**config.mk**
```make
export PLATFORM = sky130hd
export DESIGN_NAME = dvfs_tile_ctrl
export DESIGN_NICKNAME = d
export VERILOG_FILES = /design/src/rtl/dvfs_pkg.sv /design/src/rtl/dvfs_stall_filter.sv /design/src/rtl/dvfs_policy.sv /design/src/rtl/dvfs_rail_seq.sv /design/src/rtl/dvfs_tile_ctrl.sv
export SDC_FILE = /design/constraint.sdc
export NUM_CORES = 1
export LEC_CHECK = 0
export ABC_CLOCK_PERIOD_IN_PS = 4500
export BUFFER_PORTS_ARGS = -buffer_cell sky130_fd_sc_hd__buf_2
export CORE_ASPECT_RATIO = 0.5
export CORE_UTILIZATION = 57
export CTS_CLUSTER_SIZE = 10
export DETAILED_ROUTE_END_ITERATION = 7
export PLACE_DENSITY = 0.81
export SETUP_SLACK_MARGIN = 0.3
export SYNTH_ARGS = -nofsm -noshare
export SYNTH_HDL_FRONTEND = slang
export SYNTH_SLANG_ARGS = --single-unit
```
**constraint.sdc**
```tcl
create_clock -name clk_i -period 4.5 [get_ports clk_i]
set_input_delay 0.9 -clock clk_i [delete_from_list [all_inputs] [get_ports clk_i]]
set_output_delay 0.9 -clock clk_i [all_outputs]
set_load 0.01 [all_outputs]
```
**src/rtl/dvfs_pkg.sv**
```systemverilog
package dvfs_pkg;
  typedef enum logic [1:0] {
    RAIL_OFF  = 2'b00,
    RAIL_LOW  = 2'b01,
    RAIL_HIGH = 2'b10,
    RAIL_ALT  = 2'b11
  } rail_e;

  typedef enum logic [1:0] {
    SQ_RUN    = 2'b00,
    SQ_DOWN   = 2'b01,
    SQ_UP     = 2'b10,
    SQ_SETTLE = 2'b11
  } seq_e;

  function automatic rail_e norm_rail(input logic [1:0] code);
    return (code == 2'b11) ? RAIL_HIGH : rail_e'(code);
  endfunction
endpackage

```
**src/rtl/dvfs_stall_filter.sv**
```systemverilog
module dvfs_stall_filter #(
  parameter int WIN_LEN = 256,
  parameter int SHIFT   = 3,
  localparam int WIN_W  = $clog2(WIN_LEN),
  localparam int CNT_W  = $clog2(WIN_LEN + 1)
) (
  input  logic             clk_i,
  input  logic             rst_ni,
  input  logic             stall_i,
  output logic [CNT_W-1:0] avg_o,
  output logic             upd_o
);
  logic [WIN_W-1:0] win_q;
  logic [CNT_W-1:0] cnt_q, avg_q, sample;
  logic             upd_q;
  logic signed [CNT_W:0] diff, step, sum;

  assign sample = cnt_q + CNT_W'(stall_i);
  assign diff   = $signed({1'b0, sample}) - $signed({1'b0, avg_q});
  assign step   = diff >>> SHIFT;
  assign sum    = $signed({1'b0, avg_q}) + step;

  always_ff @(posedge clk_i or negedge rst_ni) begin
    if (!rst_ni) begin
      win_q <= '0;
      cnt_q <= '0;
      avg_q <= '0;
      upd_q <= 1'b0;
    end else if (win_q == WIN_W'(WIN_LEN - 1)) begin
      win_q <= '0;
      cnt_q <= '0;
      avg_q <= sum[CNT_W-1:0];
      upd_q <= 1'b1;
    end else begin
      win_q <= win_q + 1'b1;
      cnt_q <= sample;
      upd_q <= 1'b0;
    end
  end

  assign avg_o = avg_q;
  assign upd_o = upd_q;

  AST_AVG_RANGE: assert property (@(posedge clk_i) disable iff (!rst_ni)
    avg_q <= CNT_W'(WIN_LEN));
  AST_UPD_SPARSE: assert property (@(posedge clk_i) disable iff (!rst_ni)
    upd_q |=> !upd_q);
endmodule

```
**src/rtl/dvfs_policy.sv**
```systemverilog
module dvfs_policy
  import dvfs_pkg::*;
#(
  parameter int FREQ_W     = 4,
  parameter int AVG_W      = 9,
  parameter int LVL_W      = 7,
  parameter int TMO_W      = 16,
  parameter int FIFO_DEPTH = 64,
  parameter int HI_FREQ    = 15,
  parameter int LO_FREQ    = 4,
  localparam int FULL_MARK = (3 * FIFO_DEPTH) / 4
) (
  input  logic              clk_i,
  input  logic              rst_ni,
  input  logic              upd_i,
  input  logic [AVG_W-1:0]  avg_i,
  input  logic [AVG_W-1:0]  lo_thr_i,
  input  logic [AVG_W-1:0]  hi_thr_i,
  input  logic [LVL_W-1:0]  fifo_level_i,
  input  logic              idle_i,
  input  logic [TMO_W-1:0]  idle_tmo_i,
  output rail_e             rail_o,
  output logic [FREQ_W-1:0] freq_o
);
  logic [TMO_W-1:0]  idle_cnt_q;
  logic              asleep_q, fire;
  rail_e             rail_q;
  logic [FREQ_W-1:0] freq_q;

  assign fire = idle_i && !asleep_q && (idle_tmo_i != '0) &&
                (idle_cnt_q == idle_tmo_i - 1'b1);

  always_ff @(posedge clk_i or negedge rst_ni) begin
    if (!rst_ni) begin
      idle_cnt_q <= '0;
      asleep_q   <= 1'b0;
      rail_q     <= RAIL_LOW;
      freq_q     <= FREQ_W'(LO_FREQ);
    end else begin
      idle_cnt_q <= (idle_i && !asleep_q) ? idle_cnt_q + 1'b1 : '0;
      if (asleep_q && !idle_i) begin
        asleep_q <= 1'b0;
        rail_q   <= RAIL_LOW;
        freq_q   <= FREQ_W'(LO_FREQ);
      end else if (fire) begin
        asleep_q <= 1'b1;
        rail_q   <= RAIL_OFF;
        freq_q   <= '0;
      end else if (upd_i && !asleep_q) begin
        if (avg_i < lo_thr_i && fifo_level_i > LVL_W'(FULL_MARK)) begin
          rail_q <= RAIL_HIGH;
          freq_q <= FREQ_W'(HI_FREQ);
        end else if (avg_i > hi_thr_i) begin
          rail_q <= RAIL_LOW;
          freq_q <= FREQ_W'(LO_FREQ);
        end
      end
    end
  end

  assign rail_o = rail_q;
  assign freq_o = freq_q;

  AST_OFF_NEEDS_IDLE: assert property (@(posedge clk_i) disable iff (!rst_ni)
    (rail_q == RAIL_OFF && $past(rail_q) != RAIL_OFF) |-> $past(idle_i));
endmodule

```
**src/rtl/dvfs_rail_seq.sv**
```systemverilog
module dvfs_rail_seq
  import dvfs_pkg::*;
#(
  parameter int N_SEG      = 48,
  parameter int SETTLE_CYC = 8,
  parameter int FREQ_W     = 4,
  localparam int SET_W     = $clog2(SETTLE_CYC + 1)
) (
  input  logic              clk_i,
  input  logic              rst_ni,
  input  rail_e             req_rail_i,
  input  logic [FREQ_W-1:0] req_freq_i,
  output logic [N_SEG-1:0]  gate_hi_o,
  output logic [N_SEG-1:0]  gate_lo_o,
  output logic              osc_run_o,
  output logic [FREQ_W-1:0] freq_o,
  output rail_e             rail_o,
  output logic              busy_o
);
  localparam logic [N_SEG-1:0] ALL_ON = {N_SEG{1'b1}};

  seq_e              st_q;
  rail_e             cur_q, tgt_q;
  logic [FREQ_W-1:0] freq_q, tgt_freq_q;
  logic [N_SEG-1:0]  hi_q, lo_q;
  logic              osc_q;
  logic [SET_W-1:0]  settle_q;

  always_ff @(posedge clk_i or negedge rst_ni) begin
    if (!rst_ni) begin
      st_q       <= SQ_RUN;
      cur_q      <= RAIL_OFF;
      tgt_q      <= RAIL_OFF;
      freq_q     <= '0;
      tgt_freq_q <= '0;
      hi_q       <= '0;
      lo_q       <= '0;
      osc_q      <= 1'b0;
      settle_q   <= '0;
    end else begin
      unique case (st_q)
        SQ_RUN: begin
          if (req_rail_i != cur_q) begin
            tgt_q      <= req_rail_i;
            tgt_freq_q <= (req_rail_i == RAIL_OFF) ? '0 : req_freq_i;
            osc_q      <= 1'b0;
            st_q       <= SQ_DOWN;
          end else begin
            freq_q <= (cur_q == RAIL_OFF) ? '0 : req_freq_i;
          end
        end
        SQ_DOWN: begin
          if (cur_q == RAIL_HIGH && hi_q != '0) begin
            hi_q <= hi_q >> 1;
          end else if (cur_q == RAIL_LOW && lo_q != '0) begin
            lo_q <= lo_q >> 1;
          end else if (tgt_q == RAIL_OFF) begin
            cur_q  <= RAIL_OFF;
            freq_q <= '0;
            st_q   <= SQ_RUN;
          end else begin
            st_q <= SQ_UP;
          end
        end
        SQ_UP: begin
          if (tgt_q == RAIL_HIGH && hi_q != ALL_ON) begin
            hi_q <= {hi_q[N_SEG-2:0], 1'b1};
          end else if (tgt_q == RAIL_LOW && lo_q != ALL_ON) begin
            lo_q <= {lo_q[N_SEG-2:0], 1'b1};
          end else begin
            settle_q <= '0;
            st_q     <= SQ_SETTLE;
          end
        end
        default: begin
          if (settle_q == SET_W'(SETTLE_CYC - 1)) begin
            cur_q  <= tgt_q;
            freq_q <= tgt_freq_q;
            osc_q  <= 1'b1;
            st_q   <= SQ_RUN;
          end else begin
            settle_q <= settle_q + 1'b1;
          end
        end
      endcase
    end
  end

  assign gate_hi_o = hi_q;
  assign gate_lo_o = lo_q;
  assign osc_run_o = osc_q;
  assign freq_o    = freq_q;
  assign rail_o    = cur_q;
  assign busy_o    = (st_q != SQ_RUN);

  AST_RAIL_EXCL: assert property (@(posedge clk_i) disable iff (!rst_ni)
    !((hi_q != '0) && (lo_q != '0)));
  AST_OSC_FULL_RAIL: assert property (@(posedge clk_i) disable iff (!rst_ni)
    osc_q |-> ((hi_q == ALL_ON && lo_q == '0) || (lo_q == ALL_ON && hi_q == '0)));
  AST_ONE_SEG_STEP: assert property (@(posedge clk_i) disable iff (!rst_ni)
    $countones({hi_q, lo_q} ^ $past({hi_q, lo_q})) <= 1);
  AST_GATES_HALTED: assert property (@(posedge clk_i) disable iff (!rst_ni)
    !$stable({hi_q, lo_q}) |-> !$past(osc_q));
  AST_TGT_HELD: assert property (@(posedge clk_i) disable iff (!rst_ni)
    (st_q != SQ_RUN && $past(st_q) != SQ_RUN) |-> $stable(tgt_q));
endmodule

```
**src/rtl/dvfs_tile_ctrl.sv**
```systemverilog
module dvfs_tile_ctrl
  import dvfs_pkg::*;
#(
  parameter int N_SEG      = 48,
  parameter int WIN_LEN    = 256,
  parameter int SETTLE_CYC = 8,
  parameter int FREQ_W     = 4,
  parameter int FIFO_DEPTH = 64,
  parameter int TMO_W      = 16,
  parameter int HI_FREQ    = 15,
  parameter int LO_FREQ    = 4,
  localparam int AVG_W     = $clog2(WIN_LEN + 1),
  localparam int LVL_W     = $clog2(FIFO_DEPTH + 1)
) (
  input  logic              clk_i,
  input  logic              rst_ni,
  input  logic [1:0]        src_sel_i,
  input  logic [1:0]        cfg_rail_i,
  input  logic [FREQ_W-1:0] cfg_freq_i,
  input  logic              sw_we_i,
  input  logic [1:0]        sw_rail_i,
  input  logic [FREQ_W-1:0] sw_freq_i,
  input  logic              stall_i,
  input  logic              idle_i,
  input  logic [LVL_W-1:0]  fifo_level_i,
  input  logic [AVG_W-1:0]  lo_thr_i,
  input  logic [AVG_W-1:0]  hi_thr_i,
  input  logic [TMO_W-1:0]  idle_timeout_i,
  output logic [N_SEG-1:0]  gate_hi_o,
  output logic [N_SEG-1:0]  gate_lo_o,
  output logic              osc_run_o,
  output logic [FREQ_W-1:0] freq_code_o,
  output logic [1:0]        rail_o,
  output logic              busy_o,
  output logic [AVG_W-1:0]  stall_avg_o
);
  logic [1:0]        sw_rail_q;
  logic [FREQ_W-1:0] sw_freq_q;
  logic [AVG_W-1:0]  avg;
  logic              upd;
  rail_e             hw_rail, req_rail, cur_rail;
  logic [FREQ_W-1:0] hw_freq, req_freq;

  always_ff @(posedge clk_i or negedge rst_ni) begin
    if (!rst_ni) begin
      sw_rail_q <= RAIL_LOW;
      sw_freq_q <= '0;
    end else if (sw_we_i) begin
      sw_rail_q <= sw_rail_i;
      sw_freq_q <= sw_freq_i;
    end
  end

  always_comb begin
    unique case (src_sel_i)
      2'b00: begin req_rail = hw_rail;               req_freq = hw_freq;    end
      2'b01: begin req_rail = norm_rail(cfg_rail_i); req_freq = cfg_freq_i; end
      default: begin req_rail = norm_rail(sw_rail_q); req_freq = sw_freq_q; end
    endcase
  end

  dvfs_stall_filter #(.WIN_LEN(WIN_LEN), .SHIFT(3)) u_filter (
    .clk_i(clk_i), .rst_ni(rst_ni), .stall_i(stall_i), .avg_o(avg), .upd_o(upd)
  );

  dvfs_policy #(
    .FREQ_W(FREQ_W), .AVG_W(AVG_W), .LVL_W(LVL_W), .TMO_W(TMO_W),
    .FIFO_DEPTH(FIFO_DEPTH), .HI_FREQ(HI_FREQ), .LO_FREQ(LO_FREQ)
  ) u_policy (
    .clk_i(clk_i), .rst_ni(rst_ni), .upd_i(upd), .avg_i(avg),
    .lo_thr_i(lo_thr_i), .hi_thr_i(hi_thr_i), .fifo_level_i(fifo_level_i),
    .idle_i(idle_i), .idle_tmo_i(idle_timeout_i),
    .rail_o(hw_rail), .freq_o(hw_freq)
  );

  dvfs_rail_seq #(.N_SEG(N_SEG), .SETTLE_CYC(SETTLE_CYC), .FREQ_W(FREQ_W)) u_seq (
    .clk_i(clk_i), .rst_ni(rst_ni), .req_rail_i(req_rail), .req_freq_i(req_freq),
    .gate_hi_o(gate_hi_o), .gate_lo_o(gate_lo_o), .osc_run_o(osc_run_o),
    .freq_o(freq_code_o), .rail_o(cur_rail), .busy_o(busy_o)
  );

  assign rail_o      = cur_rail;
  assign stall_avg_o = avg;

  AST_OFF_FREQ_ZERO: assert property (@(posedge clk_i) disable iff (!rst_ni)
    (rail_o == 2'b00) |-> (freq_code_o == '0 && !osc_run_o));
endmodule

```
==> results of run 1 <==
==> per-stage QoR <==
step	instances	power, mW	setup TNS [ns]	setup slack, ns
floorplan	1057	4.241	0	0.3393
global placement	1424	4.844	0	0.07235
detailed placement	1424	4.960	-0.1009	-0.1009
CTS	1455	6.353	0	0.3521
global route	1455	6.828	0	0.2191
finish	1455	6.411	0	0.3910
==> cell type report <==
class | count | area (sq um) | share of cell area (%)
flip-flops and latches | 168 | 4208 | 36.41
repair buffers | 187 | 979.7 | 8.478
inverters | 47 | 176.4 | 1.527
clock inverters | 11 | 92.59 | 0.8012
clock buffers | 20 | 446.7 | 3.865
well taps | 227 | 284.0 | 2.458
multi-input cells | 795 | 5369 | 46.46
==> how the worst max path moves through the flow <==
stage | to | slack [ns] | cells past startpoint
after floorplan | u_filter.avg_o[8] | 0.34 | 17
final | u_filter.avg_o[8] | 0.39 | 19
after detailed placement | u_filter.avg_o[8] | -0.10 | 19
after CTS | u_filter.avg_o[8] | 0.35 | 19
after global placement | u_filter.avg_o[8] | 0.07 | 19
after global routing | u_filter.avg_o[8] | 0.22 | 19
==> logic make-up after synthesis <==
group	after synthesis
simple gates	367
compound gates	225
flops	168
mux	105
buf+inv	94
xor+xnor	53
fa+ha+maj	45
==> Yosys cell counts, types with 26 or more instances <==
cell type / instances / area (sq um)
sky130_fd_sc_hd__mux2i_1: 96 / 960.9
sky130_fd_sc_hd__a21oi_1: 77 / 385.4
sky130_fd_sc_hd__nand4_1: 40 / 250.2
sky130_fd_sc_hd__nor2_1: 105 / 394.1
sky130_fd_sc_hd__xnor2_1: 32 / 280.3
sky130_fd_sc_hd__nor4_1: 34 / 212.7
sky130_fd_sc_hd__clkbuf_1: 26 / 97.59
sky130_fd_sc_hd__dfrtp_1: 165 / 4129
sky130_fd_sc_hd__inv_1: 46 / 172.7
sky130_fd_sc_hd__nand2_1: 90 / 337.8
sky130_fd_sc_hd__o21ai_0: 85 / 425.4
sky130_fd_sc_hd__ha_1: 44 / 550.5
==> placed cells by master (no fill, tap or decap), types with 20 or more instances in the layout <==
master                    count
sky130_fd_sc_hd__nand2_1     89
sky130_fd_sc_hd__nor2_1     104
sky130_fd_sc_hd__buf_2      171
sky130_fd_sc_hd__a21oi_1     75
sky130_fd_sc_hd__ha_1        43
sky130_fd_sc_hd__dfrtp_1    165
sky130_fd_sc_hd__mux2i_1     96
sky130_fd_sc_hd__nor4_1      34
sky130_fd_sc_hd__nand3_1     22
sky130_fd_sc_hd__inv_1       46
sky130_fd_sc_hd__nand4_1     40
sky130_fd_sc_hd__xor2_1      20
sky130_fd_sc_hd__xnor2_1     30
sky130_fd_sc_hd__o21ai_0     81
==> power groups by stage <==
stage	clock [mW]	sequential (mW)	combinational, mW
2_1_floorplan	0	2.24	2.00
3_3_place_gp	0	2.22	2.62
3_5_place_dp	0	2.25	2.71
4_1_cts	1.39	2.22	2.74
5_1_grt	1.45	2.28	3.10
6_report	1.37	2.24	2.80
==> critical path, cell delays in order <==
cell and delay, ns:
sky130_fd_sc_hd__buf_2 0.08, sky130_fd_sc_hd__ha_1 0.16, sky130_fd_sc_hd__ha_1 0.23, sky130_fd_sc_hd__buf_4 0.15
sky130_fd_sc_hd__nand3_1 0.14, sky130_fd_sc_hd__xnor2_2 0.18, sky130_fd_sc_hd__ha_1 0.38, sky130_fd_sc_hd__o21ai_1 0.13
sky130_fd_sc_hd__nor2_1 0.27, sky130_fd_sc_hd__a21oi_2 0.08, sky130_fd_sc_hd__ha_1 0.36, sky130_fd_sc_hd__a21o_1 0.20
sky130_fd_sc_hd__a211oi_2 0.26, sky130_fd_sc_hd__o21ai_0 0.13, sky130_fd_sc_hd__o211ai_1 0.20, sky130_fd_sc_hd__buf_4 0.21
sky130_fd_sc_hd__a21oi_1 0.04, sky130_fd_sc_hd__a31oi_1 0.17, sky130_fd_sc_hd__o2111ai_1 0.14
==> flip-flops by register name (all words and copies together) (netlist names), 4 cells and up <==
signal,count
u_filter.cnt_q,9
u_seq.settle_q,4
u_filter.avg_o,9
u_policy.idle_cnt_q,16
u_seq.tgt_freq_q,4
u_filter.win_q,8
u_seq.gate_lo_o,48
u_seq.gate_hi_o,48
u_seq.freq_o,4
sw_freq_q,4
==> what timing repair did <==
action                     CTS  global route
pin swaps                    0             4
setup endpoints to repair    1             2
resized for setup            1            16
==> layer usage <==
layer / up-vias / share of wire (%) / track usage [%]
li1: 4126 / - / -
met1: 4169 / 45 / 36.45
met2: 252 / 49 / 45.66
met3: 33 / 4.9 / 4.932
met4: 0 / 1.4 / 7.724
met5: - / 0 / 0
==> reports/summary.txt, run 1 <==
STA
------------------------------------------------------------------------------
Transition time of the tightest slew-check pin ..................     1.043 ns
Normalized max-slew margin ......................................       30.34%
Final Max Slew Viols ............................................            0
Worst Skew ......................................................  0.008847 ns
Unrepaired setup endpoints after global routing .................        false
Hold violation total from the final report ......................            0
Fmax ............................................................   0.2434 GHz
Final-layout worst hold slack ...................................    0.4865 ns
Crit share post-route ...........................................       91.31%
Minimum clock period ............................................     4.109 ns
Final number of setup-violating endpoints .......................            0

WORST SETUP PATH
------------------------------------------------------------------------------
CP max FO .......................................................            5
Critical R2R Capture ............................................ u_filter.avg_o[8]
Reg2Reg Launch Point ............................................ u_filter.cnt_q[0]
Worst EP arrival ................................................      4.40 ns
Critical Path Source ............................................      stall_i
Register-to-register path setup slack ...........................      0.61 ns
Worst endpoint required time ....................................      4.79 ns
Kind of launch point of the worst setup path ....................    input pin
Depth of the worst register-to-register path ....................           18
Critical path endpoint category .................................    flip-flop
CP Class ........................................................ input pin to flip-flop

YOSYS
------------------------------------------------------------------------------
Multiplexer fraction of the synthesized cell area ...............       10.92%
Flops & latches, synth ..........................................          168
Post-synthesis simple-gate area fraction ........................       18.82%
Synthesized-area fraction occupied by ao, oa, aoi and oai cells .       13.31%
Proportion of synthesized chip area in sequential cells .........       42.65%
Number of warnings reported in the yosys synthesis log ..........            0
Synthesized area per cell .......................................  9.335 sq um
Xor/xnor cell area share of the yosys netlist ...................       4.705%
Area of the mapped netlist ......................................   9867 sq um
Synth unique cells ..............................................           65
Number of enable flip-flop cells after synthesis ................            0
Mapped Cells ....................................................        1,057
Async set or reset register ratio after synthesis ...............       100.0%
Primary FF master, synth ........................................ sky130_fd_sc_hd__dfrtp_1
Synthesized Nets ................................................        1,162
Dominant combinational cell family by area after synthesis ...... simple AND/OR/NAND/NOR gates
Adder-cell share of the synthesized area ........................       5.782%

MIN PATH
------------------------------------------------------------------------------
Worst hold path cell count ......................................            1
Hold path startpoint ............................................ u_filter.win_q[4]
Hold/Removal Path Class ......................................... flip-flop to flip-flop
Sink of the worst hold path ..................................... u_filter.win_q[4]

CELLS AND AREA
------------------------------------------------------------------------------
Filler Cell Count ...............................................        1,343
Fraction of layout instances using a drive strength above 1 .....       20.77%
Post-layout nets ................................................        1,321
Final cell utilization of the core ..............................       69.45%
Layout area overhead ............................................       17.12%
Post-route cell area ............................................ 11,560 sq um
ANT cells .......................................................            0

PWR
------------------------------------------------------------------------------
Register share of total power ...................................        34.9%
Switching component of the power ................................     2.755 mW
Power Internal ..................................................     3.656 mW
Clock power frac ................................................        21.4%
Fraction of power consumed by combinational cells ...............        43.7%
Switching part of the total .....................................       42.97%
Worst voltage drop across the vdd grid ..........................    0.3617 mV
Leakage power summed over all cells .............................     5.130 nW
Cell Pwr Density ................................................ 554.8 nW/um^2

ROUTING
------------------------------------------------------------------------------
Detailed-router iteration count before antenna repair ...........            5
Number of routed nets with antenna violations ...................            0
Iter 0 DRT Violations ...........................................          505
Via count of the routed design ..................................        8,580
Wire length after detailed routing ..............................    24,160 um
Routed length per placed instance ...............................     16.60 um
Post-detailed-route DRC marker count ............................            0
Via density per instance ........................................        5.897

CLOCK NETWORK
------------------------------------------------------------------------------
Clk slew on worst S/H paths .....................................      0.07 ns
TritonCTS clock tree ............................................        built
Skew-Pair Late Insertion Delay ..................................      0.43 ns
Clock Root Buffer ............................................... sky130_fd_sc_hd__clkbuf_16
Maximum count of clock buffers along a single path ..............            2
Total number of H-tree levels ...................................            4
Post-CTS Hold Buffers ...........................................            0
Sink count of the clock tree ....................................          168
Setup Fix Bufs, Post-CTS ........................................            0
TritonCTS Buffers ...............................................           17

OUTCOME
------------------------------------------------------------------------------
Outcome .........................................................    completed

FLOORPLANNING
------------------------------------------------------------------------------
Full die area ................................................... 17,870 sq um
Floorplan Core Area ............................................. 16,640 sq um
Placement Rows ..................................................           33
Die height ......................................................     95.04 um
Initial core utilization ........................................       59.30%
Die X ...........................................................     188.1 um
Number of ports placed on the die boundary ......................          173

GLOBAL ROUTING
------------------------------------------------------------------------------
GRT Util Overall ................................................       27.17%
Residual overflow from global routing ...........................            0
Largest net degree at the start of global routing ...............           92
Antenna violations before repair ................................            0
Via count of the first global-routing pass ......................        7,922
Wire length of the first global-routing pass ....................    38,820 um

JOB
------------------------------------------------------------------------------
Reported max-cap violation count ................................            0

PLACED DESIGN
------------------------------------------------------------------------------
Total cell area at the placement stage .......................... 10,960 sq um
HPWL reported at the end of detailed placement ..................    16,950 um
Input/output buffers ............................................          172
Final Wtd Congestion ............................................       0.8885

Note: power is estimated with default switching activity, not from simulation.
==> inputs of run 2 (changes only) <==
--- a/config.mk
+++ b/config.mk
@@ -7,12 +7,12 @@
 export LEC_CHECK = 0
 export ABC_CLOCK_PERIOD_IN_PS = 4500
 export BUFFER_PORTS_ARGS = -buffer_cell sky130_fd_sc_hd__buf_2
-export CORE_ASPECT_RATIO = 0.5
+export CORE_ASPECT_RATIO = 1.25
 export CORE_UTILIZATION = 57
 export CTS_CLUSTER_SIZE = 10
 export DETAILED_ROUTE_END_ITERATION = 7
 export PLACE_DENSITY = 0.81
-export SETUP_SLACK_MARGIN = 0.3
+export SETUP_SLACK_MARGIN = 0.2
 export SYNTH_ARGS = -nofsm -noshare
 export SYNTH_HDL_FRONTEND = slang
 export SYNTH_SLANG_ARGS = --single-unit
==> run 2 against run 1 <==
Net effect: sequential share of layout area is 0.16 points lower; setup slack worse by 0.085 ns; wire length is 3.7% lower; utilization is 0.80 points lower; maximum frequency is 2.0% lower; total power is 0.63% higher; critical path depth stayed put; die area is 0.16% lower; global-route usage is 0.46 points lower; sequential cell count stayed put; register-to-register slack worse by 0.10 ns; non-clock buffer count is 4 higher; largest power group unchanged.
==> reports/summary.txt, run 2 (synthesized netlist as in run 1, its figures left out) <==
OUTCOME
--------------------------------------------------------------------------
Outcome .....................................................    completed   unchanged

CELLS AND AREA
--------------------------------------------------------------------------
Post-route cell area ........................................ 11,610 sq um   was 11,560 sq um
ANT cells ...................................................            0   unchanged
Fraction of layout instances using a drive strength above 1 .       20.92%   was 20.77%
Final cell utilization of the core ..........................       68.65%   was 69.45%
Commonest non-fill, non-tap cell in the layout .............. sky130_fd_sc_hd__buf_2   unchanged
Most used cells in the layout excluding fill and tap cells .. 171 x sky130_fd_sc_hd__buf_2, 165 x sky130_fd_sc_hd__dfrtp_1, 105 x sky130_fd_sc_hd__nor2_1   was 171 x sky130_fd_sc_hd__buf_2, 165 x sky130_fd_sc_hd__dfrtp_1, 104 x sky130_fd_sc_hd__nor2_1
Post-layout nets ............................................        1,325   was 1,321
Layout area overhead ........................................       17.65%   was 17.12%
Post-layout instance count excluding filler cells ...........        1,453   was 1,455

FLOORPLANNING
--------------------------------------------------------------------------
Die height ..................................................     149.1 um   was 95.04 um
Floorplan Core Area ......................................... 16,910 sq um   was 16,640 sq um
Placement Rows ..............................................           53   was 33
Initial core utilization ....................................       58.35%   was 59.30%
Full die area ............................................... 17,840 sq um   was 17,870 sq um
Number of ports placed on the die boundary ..................          173   unchanged
Die X .......................................................     119.7 um   was 188.1 um

CLOCK NETWORK
--------------------------------------------------------------------------
TritonCTS Buffers ...........................................           17   unchanged
Sink count of the clock tree ................................          168   unchanged
Skew-Pair Late Insertion Delay ..............................      0.44 ns   was 0.43 ns
Maximum count of clock buffers along a single path ..........            2   unchanged
Clock Root Buffer ........................................... sky130_fd_sc_hd__clkbuf_16   unchanged
Total number of H-tree levels ...............................            4   unchanged
TritonCTS clock tree ........................................        built   unchanged
Post-CTS Hold Buffers .......................................            0   unchanged
Clk slew on worst S/H paths .................................      0.07 ns   about the same

PWR
--------------------------------------------------------------------------
Final Total Pwr .............................................     6.451 mW   was 6.411 mW
Worst voltage drop across the vdd grid ......................    0.5374 mV   was 0.3617 mV
Leakage power summed over all cells .........................     5.179 nW   was 5.130 nW
Cell Pwr Density ............................................ 555.7 nW/um^2   was 554.8 nW/um^2

PLACED DESIGN
--------------------------------------------------------------------------
HPWL reported at the end of detailed placement ..............    16,210 um   was 16,950 um
Final Wtd Congestion ........................................       0.8357   was 0.8885
Placed cell count ...........................................        1,419   was 1,424
Input/output buffers ........................................          172   unchanged
Post-placement setup slack ..................................   -0.1779 ns   was -0.1009 ns
Total cell area at the placement stage ...................... 10,980 sq um   was 10,960 sq um

GLOBAL ROUTING
--------------------------------------------------------------------------
Wire length of the first global-routing pass ................    38,450 um   was 38,820 um
Residual overflow from global routing .......................            0   unchanged
GRT Util Overall ............................................       26.71%   was 27.17%
Largest net degree at the start of global routing ...........           97   was 92
Antenna violations before repair ............................            0   unchanged
Via count of the first global-routing pass ..................        8,011   was 7,922

MIN PATH
--------------------------------------------------------------------------
Hold/Removal Path Class ..................................... flip-flop to flip-flop   unchanged
Worst hold path cell count ..................................            1   unchanged

WORST SETUP PATH
--------------------------------------------------------------------------
Critical path endpoint category .............................    flip-flop   unchanged
Worst EP arrival ............................................      4.49 ns   was 4.40 ns
CP Class .................................................... input pin to flip-flop   unchanged
Worst endpoint required time ................................      4.80 ns   was 4.79 ns
Depth of the worst register-to-register path ................           18   unchanged
CP max FO ...................................................            4   was 5
Kind of launch point of the worst setup path ................    input pin   unchanged

ROUTING
--------------------------------------------------------------------------
Via count of the routed design ..............................        8,482   was 8,580
Post-detailed-route DRC marker count ........................            0   unchanged
Via density per instance ....................................        5.838   was 5.897
Detailed-router iteration count before antenna repair .......            5   unchanged
Routed length per placed instance ...........................     16.01 um   was 16.60 um
Iter 0 DRT Violations .......................................          585   was 505
Number of routed nets with antenna violations ...............            0   unchanged
Wire length after detailed routing ..........................    23,260 um   was 24,160 um

STA
--------------------------------------------------------------------------
Post-route worst setup slack ................................    0.3058 ns   was 0.3910 ns
Final number of setup-violating endpoints ...................            0   unchanged
Normalized max-slew margin ..................................       41.31%   was 30.34%
Crit share post-route .......................................       93.20%   was 91.31%
Hold violation total from the final report ..................            0   unchanged
Minimum clock period ........................................     4.194 ns   was 4.109 ns
Final Max Slew Viols ........................................            0   unchanged
Worst Skew ..................................................   0.01209 ns   was 0.008847 ns
Unrepaired setup endpoints after global routing .............        false   unchanged
Fmax ........................................................   0.2384 GHz   was 0.2434 GHz
Transition time of the tightest slew-check pin ..............    0.8803 ns   was 1.043 ns

JOB
--------------------------------------------------------------------------
Reported max-cap violation count ............................            0   unchanged

## run 2: per-layer routing
layer | GRT usage [%] | part of all wire, %
met5 | 0 | 0
met4 | 10.88 | 2.3
met3 | 4.434 | 4.2
met2 | 44.13 | 50
met1 | 34.94 | 43
## run 2: worst max-delay path, cell delays in order
cell	delay (ns)
sky130_fd_sc_hd__buf_2	0.10
sky130_fd_sc_hd__ha_1	0.20
sky130_fd_sc_hd__ha_1	0.22
sky130_fd_sc_hd__xor2_2	0.16
sky130_fd_sc_hd__ha_1	0.32
sky130_fd_sc_hd__a21oi_2	0.17
sky130_fd_sc_hd__o21ai_2	0.09
sky130_fd_sc_hd__and2_1	0.18
sky130_fd_sc_hd__nor2_1	0.13
sky130_fd_sc_hd__xnor2_1	0.13
sky130_fd_sc_hd__fa_1	0.45
sky130_fd_sc_hd__a21o_1	0.23
sky130_fd_sc_hd__a211oi_2	0.28
sky130_fd_sc_hd__o21ai_1	0.13
sky130_fd_sc_hd__o211ai_1	0.21
sky130_fd_sc_hd__buf_4	0.20
sky130_fd_sc_hd__a21oi_1	0.05
sky130_fd_sc_hd__a31oi_1	0.20
sky130_fd_sc_hd__o2111ai_1	0.14
## run 2: metrics by stage
stage | hold slack (ns) | setup TNS [ns]
detailed placement | 0.4691 | -0.1779
CTS | 0.4810 | 0
floorplan | 0.4474 | 0
finish | 0.4767 | 0
global placement | 0.4596 | 0
global route | 0.5013 | 0
## run 2: layout make-up
type                    count  area [sq um]
clock buffers              17         425.4
repair buffers            191          1022
clock inverters            15         152.6
well taps                 220         275.3
flip-flops and latches    168          4208
fillers                  1351          5301
inverters                  47         176.4
multi-input cells         795          5349
## run 2: timing repair
item	CTS	global route
buffers inserted	0	2
resized for setup	0	12
setup endpoints to repair	0	1
## run 2: final timing paths
path	from	to	slack, ns
hold reg to reg	u_filter.win_q[0]	u_filter.win_q[0]	0.48
min in group asynchronous	rst_ni	u_seq.gate_hi_o[31]	0.52
max in group asynchronous	rst_ni	u_policy.rail_o[0]	3.04
setup / recovery	stall_i	u_filter.avg_o[8]	0.31
hold / removal	u_filter.win_q[0]	u_filter.win_q[0]	0.48
setup reg to reg	u_filter.cnt_q[0]	u_filter.avg_o[8]	0.51
## run 2: power breakdown
group	internal, mW	switching [mW]
Sequential	1.82	0.408
Clock	0.744	0.698
Combinational	1.10	1.68
